==> config.mk <==
export PLATFORM = sky130hd
export DESIGN_NAME = tpre_shared_prescaler
export DESIGN_NICKNAME = d
export VERILOG_FILES = /design/src/rtl/tpre_pkg.sv /design/src/rtl/tpre_ctrl_reg.sv /design/src/rtl/tpre_psc_core.sv /design/src/rtl/tpre_ext_edge.sv /design/src/rtl/tpre_src_sel.sv /design/src/rtl/tpre_shared_prescaler.sv
export SDC_FILE = /design/constraint.sdc
export NUM_CORES = 1
export LEC_CHECK = 0
export BUFFER_PORTS_ARGS = -buffer_cell sky130_fd_sc_hd__buf_2
export CORE_ASPECT_RATIO = 0.7
export CORE_MARGIN = 2
export CORE_UTILIZATION = 37
export CTS_CLUSTER_SIZE = 28
export DETAILED_ROUTE_END_ITERATION = 8
export PLACE_DENSITY = 0.6
export SLEW_MARGIN = 40
export SYNTH_ARGS = -nofsm -noshare
export SYNTH_HDL_FRONTEND = slang
export SYNTH_SLANG_ARGS = --single-unit
export TNS_END_PERCENT = 20
==> constraint.sdc <==
create_clock -name clk -period 4.4 [get_ports clk]
set_input_delay 0.44 -clock clk [delete_from_list [all_inputs] [get_ports clk]]
set_output_delay 0.44 -clock clk [all_outputs]
set_load 0.01 [all_outputs]
==> src/rtl/tpre_pkg.sv <==
package tpre_pkg;

  localparam int CTRL_W   = 8;
  localparam int CSEL_W   = 3;
  localparam int MODE_BIT = 7;
  localparam int ARST_BIT = 1;
  localparam int SRST_BIT = 0;
  localparam int NUM_TAPS = 4;

  typedef enum logic [CSEL_W-1:0] {
    CS_OFF      = 3'd0,
    CS_SYS      = 3'd1,
    CS_DIV8     = 3'd2,
    CS_DIV64    = 3'd3,
    CS_DIV256   = 3'd4,
    CS_DIV1024  = 3'd5,
    CS_EXT_FALL = 3'd6,
    CS_EXT_RISE = 3'd7
  } csel_e;

  // number of low prescaler bits that must all be one for tap k to fire
  function automatic int tap_lsbs(input int k);
    case (k)
      0:       return 3;
      1:       return 6;
      2:       return 8;
      default: return 10;
    endcase
  endfunction

  // width of the shared counter: enough bits for the slowest tap
  function automatic int psc_width();
    return tap_lsbs(NUM_TAPS - 1);
  endfunction

  // map one clock select code onto the available enable sources
  function automatic logic pick_enable(input logic [CSEL_W-1:0] sel,
                                       input logic [NUM_TAPS-1:0] taps,
                                       input logic rise,
                                       input logic fall);
    case (sel)
      CS_OFF:      return 1'b0;
      CS_SYS:      return 1'b1;
      CS_DIV8:     return taps[0];
      CS_DIV64:    return taps[1];
      CS_DIV256:   return taps[2];
      CS_DIV1024:  return taps[3];
      CS_EXT_FALL: return fall;
      default:     return rise;
    endcase
  endfunction

  // next value of a prescaler-reset flag
  function automatic logic next_rst_flag(input logic cur,
                                         input logic mode,
                                         input logic wr,
                                         input logic wbit);
    if (wr)        return wbit;
    else if (mode) return cur;
    else           return 1'b0;
  endfunction

endpackage

==> src/rtl/tpre_ctrl_reg.sv <==
module tpre_ctrl_reg
  import tpre_pkg::*;
(
  input  logic              clk,
  input  logic              rst_n,
  input  logic              wr_en,
  input  logic [CTRL_W-1:0] wr_data,
  output logic [CTRL_W-1:0] ctrl_rd,
  output logic              sync_rst,
  output logic              aux_rst
);

  logic mode_q, srst_q, arst_q;
  logic mode_d, srst_d, arst_d;

  always_comb begin
    mode_d = wr_en ? wr_data[MODE_BIT] : mode_q;
    srst_d = next_rst_flag(srst_q, mode_q, wr_en, wr_data[SRST_BIT]);
    arst_d = next_rst_flag(arst_q, mode_q, wr_en, wr_data[ARST_BIT]);
  end

  always_ff @(posedge clk or negedge rst_n) begin
    if (!rst_n) begin
      mode_q <= 1'b0;
      srst_q <= 1'b0;
      arst_q <= 1'b0;
    end else begin
      mode_q <= mode_d;
      srst_q <= srst_d;
      arst_q <= arst_d;
    end
  end

  always_comb begin
    ctrl_rd           = '0;
    ctrl_rd[MODE_BIT] = mode_q;
    ctrl_rd[ARST_BIT] = arst_q;
    ctrl_rd[SRST_BIT] = srst_q;
  end

  assign sync_rst = srst_q;
  assign aux_rst  = arst_q;

endmodule

==> src/rtl/tpre_psc_core.sv <==
module tpre_psc_core
  import tpre_pkg::*;
#(
  parameter int PSC_W = psc_width()
) (
  input  logic                clk,
  input  logic                rst_n,
  input  logic                hold,
  output logic [NUM_TAPS-1:0] tap_pulse
);

  logic [PSC_W-1:0] cnt_q;

  always_ff @(posedge clk or negedge rst_n) begin
    if (!rst_n)    cnt_q <= '0;
    else if (hold) cnt_q <= '0;
    else           cnt_q <= cnt_q + 1'b1;
  end

  for (genvar k = 0; k < NUM_TAPS; k++) begin : g_tap
    localparam int LB = tap_lsbs(k);
    assign tap_pulse[k] = !hold && (&cnt_q[LB-1:0]);
  end

endmodule

==> src/rtl/tpre_ext_edge.sv <==
module tpre_ext_edge #(
  parameter int SYNC_STAGES = 2
) (
  input  logic clk,
  input  logic rst_n,
  input  logic pin,
  output logic rise,
  output logic fall
);

  localparam int SR_W = SYNC_STAGES + 1;

  logic [SR_W-1:0] sr_q;

  always_ff @(posedge clk or negedge rst_n) begin
    if (!rst_n) sr_q <= '0;
    else        sr_q <= {sr_q[SR_W-2:0], pin};
  end

  // sr_q[SYNC_STAGES-1] is the synchronized level, sr_q[SYNC_STAGES] its previous value
  assign rise =  sr_q[SYNC_STAGES-1] && !sr_q[SYNC_STAGES];
  assign fall = !sr_q[SYNC_STAGES-1] &&  sr_q[SYNC_STAGES];

endmodule

==> src/rtl/tpre_src_sel.sv <==
module tpre_src_sel
  import tpre_pkg::*;
(
  input  logic [CSEL_W-1:0]   sel,
  input  logic [NUM_TAPS-1:0] taps,
  input  logic                rise,
  input  logic                fall,
  output logic                en
);

  always_comb en = pick_enable(sel, taps, rise, fall);

endmodule

==> src/rtl/tpre_shared_prescaler.sv <==
module tpre_shared_prescaler
  import tpre_pkg::*;
#(
  parameter int NUM_TIMERS  = 3,
  parameter int SYNC_STAGES = 2
) (
  input  logic                         clk,
  input  logic                         rst_n,
  input  logic                         wr_en,
  input  logic [7:0]                   wr_data,
  input  logic [NUM_TIMERS*CSEL_W-1:0] csel,
  input  logic [NUM_TIMERS-1:0]        ext_pin,
  output logic [7:0]                   ctrl_rd,
  output logic [NUM_TIMERS-1:0]        cnt_en
);

  localparam int PSC_W = psc_width();

  logic                  psr_sync_rst;
  logic                  psr_aux_rst;
  logic [NUM_TAPS-1:0]   tap_pulse;
  logic [NUM_TIMERS-1:0] ext_rise;
  logic [NUM_TIMERS-1:0] ext_fall;

  tpre_ctrl_reg u_ctrl (
    .clk      (clk),
    .rst_n    (rst_n),
    .wr_en    (wr_en),
    .wr_data  (wr_data),
    .ctrl_rd  (ctrl_rd),
    .sync_rst (psr_sync_rst),
    .aux_rst  (psr_aux_rst)
  );

  tpre_psc_core #(.PSC_W(PSC_W)) u_psc (
    .clk       (clk),
    .rst_n     (rst_n),
    .hold      (psr_sync_rst),
    .tap_pulse (tap_pulse)
  );

  for (genvar t = 0; t < NUM_TIMERS; t++) begin : g_timer
    tpre_ext_edge #(.SYNC_STAGES(SYNC_STAGES)) u_edge (
      .clk   (clk),
      .rst_n (rst_n),
      .pin   (ext_pin[t]),
      .rise  (ext_rise[t]),
      .fall  (ext_fall[t])
    );

    tpre_src_sel u_sel (
      .sel  (csel[t*CSEL_W +: CSEL_W]),
      .taps (tap_pulse),
      .rise (ext_rise[t]),
      .fall (ext_fall[t]),
      .en   (cnt_en[t])
    );
  end

endmodule

# == Word level (Yosys, flattened, before mapping) ==
# Index checks and enable logic that the tools add are counted.
# word_totals
reg_bits,22
out_inout_bits,11
elab_cells,58
# classes
n_mux,7
reduce_logical,24
add_sub_neg,1
eq_ne,19
# op_table
cell,n
"== test 3 bit, second input constant",9
one-hot mux 1 bit (7 select lines),3
"== test 3 x 2 -> 1 bit, second input constant",6
"adder 10 x 1 -> 10 bit, second input constant",1
logical AND 1 bit,10
2-to-1 mux 10 bit,1
AND reduction 10 bit,1
"== test 3 x 1 -> 1 bit, second input constant",3
zero test 3 bit,3
AND reduction 8 bit,1
zero test 1 bit,7
AND reduction 6 bit,1
2-to-1 mux 1 bit,3
AND reduction 3 bit,1
"!= test 2 bit, second input constant",1

# == Logic depth before layout (Yosys ltp) ==
# depth
depth_word,3
mapped_depth,7
ltp_nobuf,6

# == Modules after synthesis ==
# From an unflattened synthesis, not the netlist that was laid out.
# unflattened
cells_unflattened,93
hier_area_um2,1071.0
# by_module_without_submodules
module,cells_per_inst,instances,area_each_um2,seq_area_each_um2
tpre_psc_core,47,1,484.2,250.2
tpre_ext_edge,5,3,90.1,75.1
tpre_ctrl_reg,16,1,173.9,75.1
tpre_src_sel,5,3,47.5,0.0

# == Worst setup path before layout ==
# OpenSTA, ideal clock, no wires.
# synth_timing
path_type,flip-flop to output port
startpoint,reg u_psc.cnt_q[0]
endpoint,out cnt_en[1]
required_time_ns,3.960
t_arrival_ns,1.457
stages_incl_launch_ff,8
slack_ns,2.503
path_cell_list,dfrtp_1 > ha_1 > ha_1 > nor2b_1 > a21o_1 > o22ai_1 > a21oi_1 > buf_4
# synth_between
elab_chain_len,3
word_cells_on_any_way,9
classes_between,mux (1); reduce/logical (8)
# synth_rtl
element,line_no,source
start: declaration,tpre_psc_core.sv:12,logic [PSC_W-1:0] cnt_q;
start signal: assignment,tpre_psc_core.sv:17,else cnt_q <= cnt_q + 1'b1;
"AND reduction 10 bit, or another cell as far along",tpre_psc_core.sv:22,assign tap_pulse[k] = !hold && (&cnt_q[LB-1:0]);
logical AND 1 bit,tpre_psc_core.sv:22,
one-hot mux 1 bit (7 select lines) *,tpre_pkg.sv:41,case (sel)
end: declaration,tpre_shared_prescaler.sv:14,output logic [NUM_TIMERS-1:0] cnt_en
# Mark *: on every way between the ends. The rest lies on a longest branch, timed or not.

# == Worst setup path in the final report ==
# layout_timing
startpoint,reg u_psc.cnt_q[0]
endpoint,out cnt_en[2]
# The elaborated chain is that of the path after synthesis.

==> results.yml <==
outcome:
  status: "completed"
yosys:
  yosysUniqueCellTypes: 31
  synth.top_cells.by_count: "dfrtp_1 (22), buf_4 (11), nand2_1 (10)"
  avgSynthCellArea_sq_um: 10.1
  ys.flop_type: "dfrtp_1"
  yosysMostFrequentCell: "dfrtp_1"
  synth_top_area_share_pct: 49.4
  ys_ff_latch: 22
  synth_edf_count: 0
  yosys_warnings: 0
  synth_seq_area_share_pct: 49.4
  synth_top_cell_by_area: "dfrtp_1"
  syn_area_sq_um: 1110
  async_flop_share_pct: 100
  netlist_instances: 110
  synth_area_leaders: "dfrtp_1 (49%), buf_4 (7.4%), a21oi_1 (3.6%), nand2_1 (3.4%), o21ai_0 (2.7%)"
timing:
  rsz0062_at_grt: "no"
  period_share_pct: 54.1
  min_period_ps: 2380
  finalSetupViolations: 0
  holdWs_ps: 127
  worstMarginPinSlew_ps: 538
  tns_ps: 0
  drv_slew: 0
  fmax_ghz: 0.420
  slew_headroom_pct: 64.1
  final_hold_viol_count: 0
  skew_ps: 3.14
  setup_ws_ps: 2020
cts:
  cts.sinks: 22
  cts_setup_buffers: 0
  clock_latency_ps: 260
  cts_resized: 0
  clockBufferDepth: 2
  path_clk_slew_ps: 70
  ctsHoldBuffers: 0
  htreeDepth: 1
  cts_tree: "done"
  cts-root-buf: "clkbuf_8"
  cts_made_buffers: 3
final_layout:
  antenna_cells: 0
  synthToLayoutAreaGrowth_pct: 12.9
  multi_input_area_sq_um: 473
  utilization_pct: 44.5
  drive_above_1_share_pct: 24.0
  final_net_count: 155
  nFillCells: 276
  ff_latch_area_sq_um: 551
critical_path:
  start_kind: "flop"
  worst_path_max_delay_cell: "dfrtp_1"
  crit_top_cell: "ha_1"
  reg2regPathDepth: 4
  cp.depth: 7
  crit_path_end_kind: "output port"
  worst_ep_arrival_time_ps: 1940
  critPathMaxFanout: 3
  slowest_delay_ps: 370
  worstPathRequired_ps: 3960
  critPathBufInv: 1
  crit_chain: "ha_1 -> ha_1 -> nor2b_1 -> o21a_1 -> a21oi_1 -> o31ai_1 -> buf_2"
  critPathTopFamily: "compound AO/OA/AOI/OAI gates"
  worstSetupPathType: "flop to output port"
power_and_ir_drop:
  p_sw_uw: 113
  p_per_area_nw_per_um2: 350
  pwr-share-comb_pct: 13.1
  p_int_uw: 327
  p_clk_share_pct: 32.4
  vdd_drop_max_mv: 0.216
  p_leak_nw: 0.576
  seqPwrFrac_pct: 54.4
  switching_share_pct: 25.7
floorplanning:
  die_h_um: 49.9
  ios: 34
  fp.dieW_um: 69.6
  core_area_sq_um: 2820
  start_util_pct: 39.5
  num_rows: 16
  design.die.area_sq_um: 3470
routing:
  drt_wl_total_um: 1960
  dr.pass1.iters: 4
  dr.first_iter.drc_count: 35
  post-route-drc-count: 0
  avgViaCountPerCell: 5.09
  wl_per_cell_um: 11.9
  vias: 840
  antenna_left: 0
place:
  detailedPlacementHpwl_um: 1460
  gp_congestion: 0.746
  pre_cts_ws_ps: 2290
  io_buffers: 23
global_route:
  first_global_vias: 711
  grt_pass1_wl_um: 3260
  antenna_found_initial: 0
  grt_max_degree: 23
  overflow: 0
  grt_usage_pct: 12.1
flow_run:
  cap_violations: 0
worst_hold_path:
  worstHoldPathType: "primary input to asynchronous set/reset pin"
metal layers:
metal | share of wire, % | global-route usage [%]
met1 | 48 | 16.4
met2 | 44 | 17.8
met3 | 7.2 | 4.70
met4 | 1.2 | 3.92
met5 | 0 | 0
logic make-up (layout without fill, tap and decap cells):
family                   after synthesis  in the layout  synth area share (%)
XOR/XNOR                               5              5                  3.93
AND/OR/NAND/NOR                       39             39                  21.0
multiplexers                           1              1                  1.01
AO/OA/AOI/OAI                         23             23                  12.6
buffers and inverters                 17             32                  9.44
other                                  1              5                 0.337
flip-flops                            22             22                  49.4
adder cells (fa/ha/maj)                2              2                  2.25
worst register-to-register path: cells and delay by family, from the launching register on:
kind / cells / cell delay [ps]
AOI/OAI and AO/OA: 1 / 150
adders and majority gates: 1 / 250
DFF: 1 / 370
and+or+nand+nor: 2 / 580
final cells by class:
cell class	count	area share (%)
sequential	22	43.8
clock buffer	4	4.38
multi-input combinational	75	37.6
inverter	5	1.49
timing repair buffer	23	9.15
tap	36	3.58
through the flow:
| step | total power, mW | std cells | instance area (sq um) |
|---|---|---|---|
| finish | 0.440 | 165 | 1260 |
| global route | 0.470 | 165 | 1260 |
| CTS | 0.448 | 165 | 1260 |
| detailed placement | 0.302 | 161 | 1200 |
| global placement | 0.299 | 161 | 1200 |
| floorplan | 0.284 | 114 | 1130 |
cells in the final DEF, fill, tap and decap left out, types with 2 or more instances in the layout:
master     n
conb_1     5
nand3_1    3
nand2_1   10
ha_1       2
dfrtp_1   22
nand4b_1   3
a21oi_1    8
o21a_1     2
inv_1      5
o21ai_0    6
nor4_1     3
buf_2     23
or3b_1     2
nor2_1     7
nor2b_1    3
xor2_1     2
o221ai_1   2
or3_1      2
o31ai_1    2
clkbuf_8   4
xnor2_1    3
state kept, by name, indices dropped and copies added, names as in the netlist:
signal / cells
u_ctrl.sync_rst: 1
u_psc.cnt_q: 10
u_ctrl.aux_rst: 1
g_timer.u_edge.sr_q: 9
u_ctrl.mode_q: 1
power groups by stage:
stage | clock (mW) | sequential (mW) | combinational, mW
floorplan | 0 | 0.238 | 0.0456
global placement | 0 | 0.242 | 0.0562
detailed placement | 0 | 0.244 | 0.0582
CTS | 0.149 | 0.240 | 0.0586
global route | 0.160 | 0.243 | 0.0672
finish | 0.143 | 0.240 | 0.0578
worst paths after layout:
| kind | end | slack, ps | startpoint |
|---|---|---|---|
| max in group asynchronous | g_timer[2].u_edge.sr_q[2] | 3950 | rst_n |
| worst max register to register | u_psc.cnt_q[8] | 2970 | u_psc.cnt_q[0] |
| worst max-delay path | cnt_en[2] | 2020 | u_psc.cnt_q[0] |
| worst min-delay path | u_psc.cnt_q[3] | 130 | rst_n |
| min in group clk | g_timer[2].u_edge.sr_q[0] | 280 | ext_pin[2] |
| worst min register to register | g_timer[2].u_edge.sr_q[1] | 350 | g_timer[2].u_edge.sr_q[0] |
(Power assumes the default switching activity.)
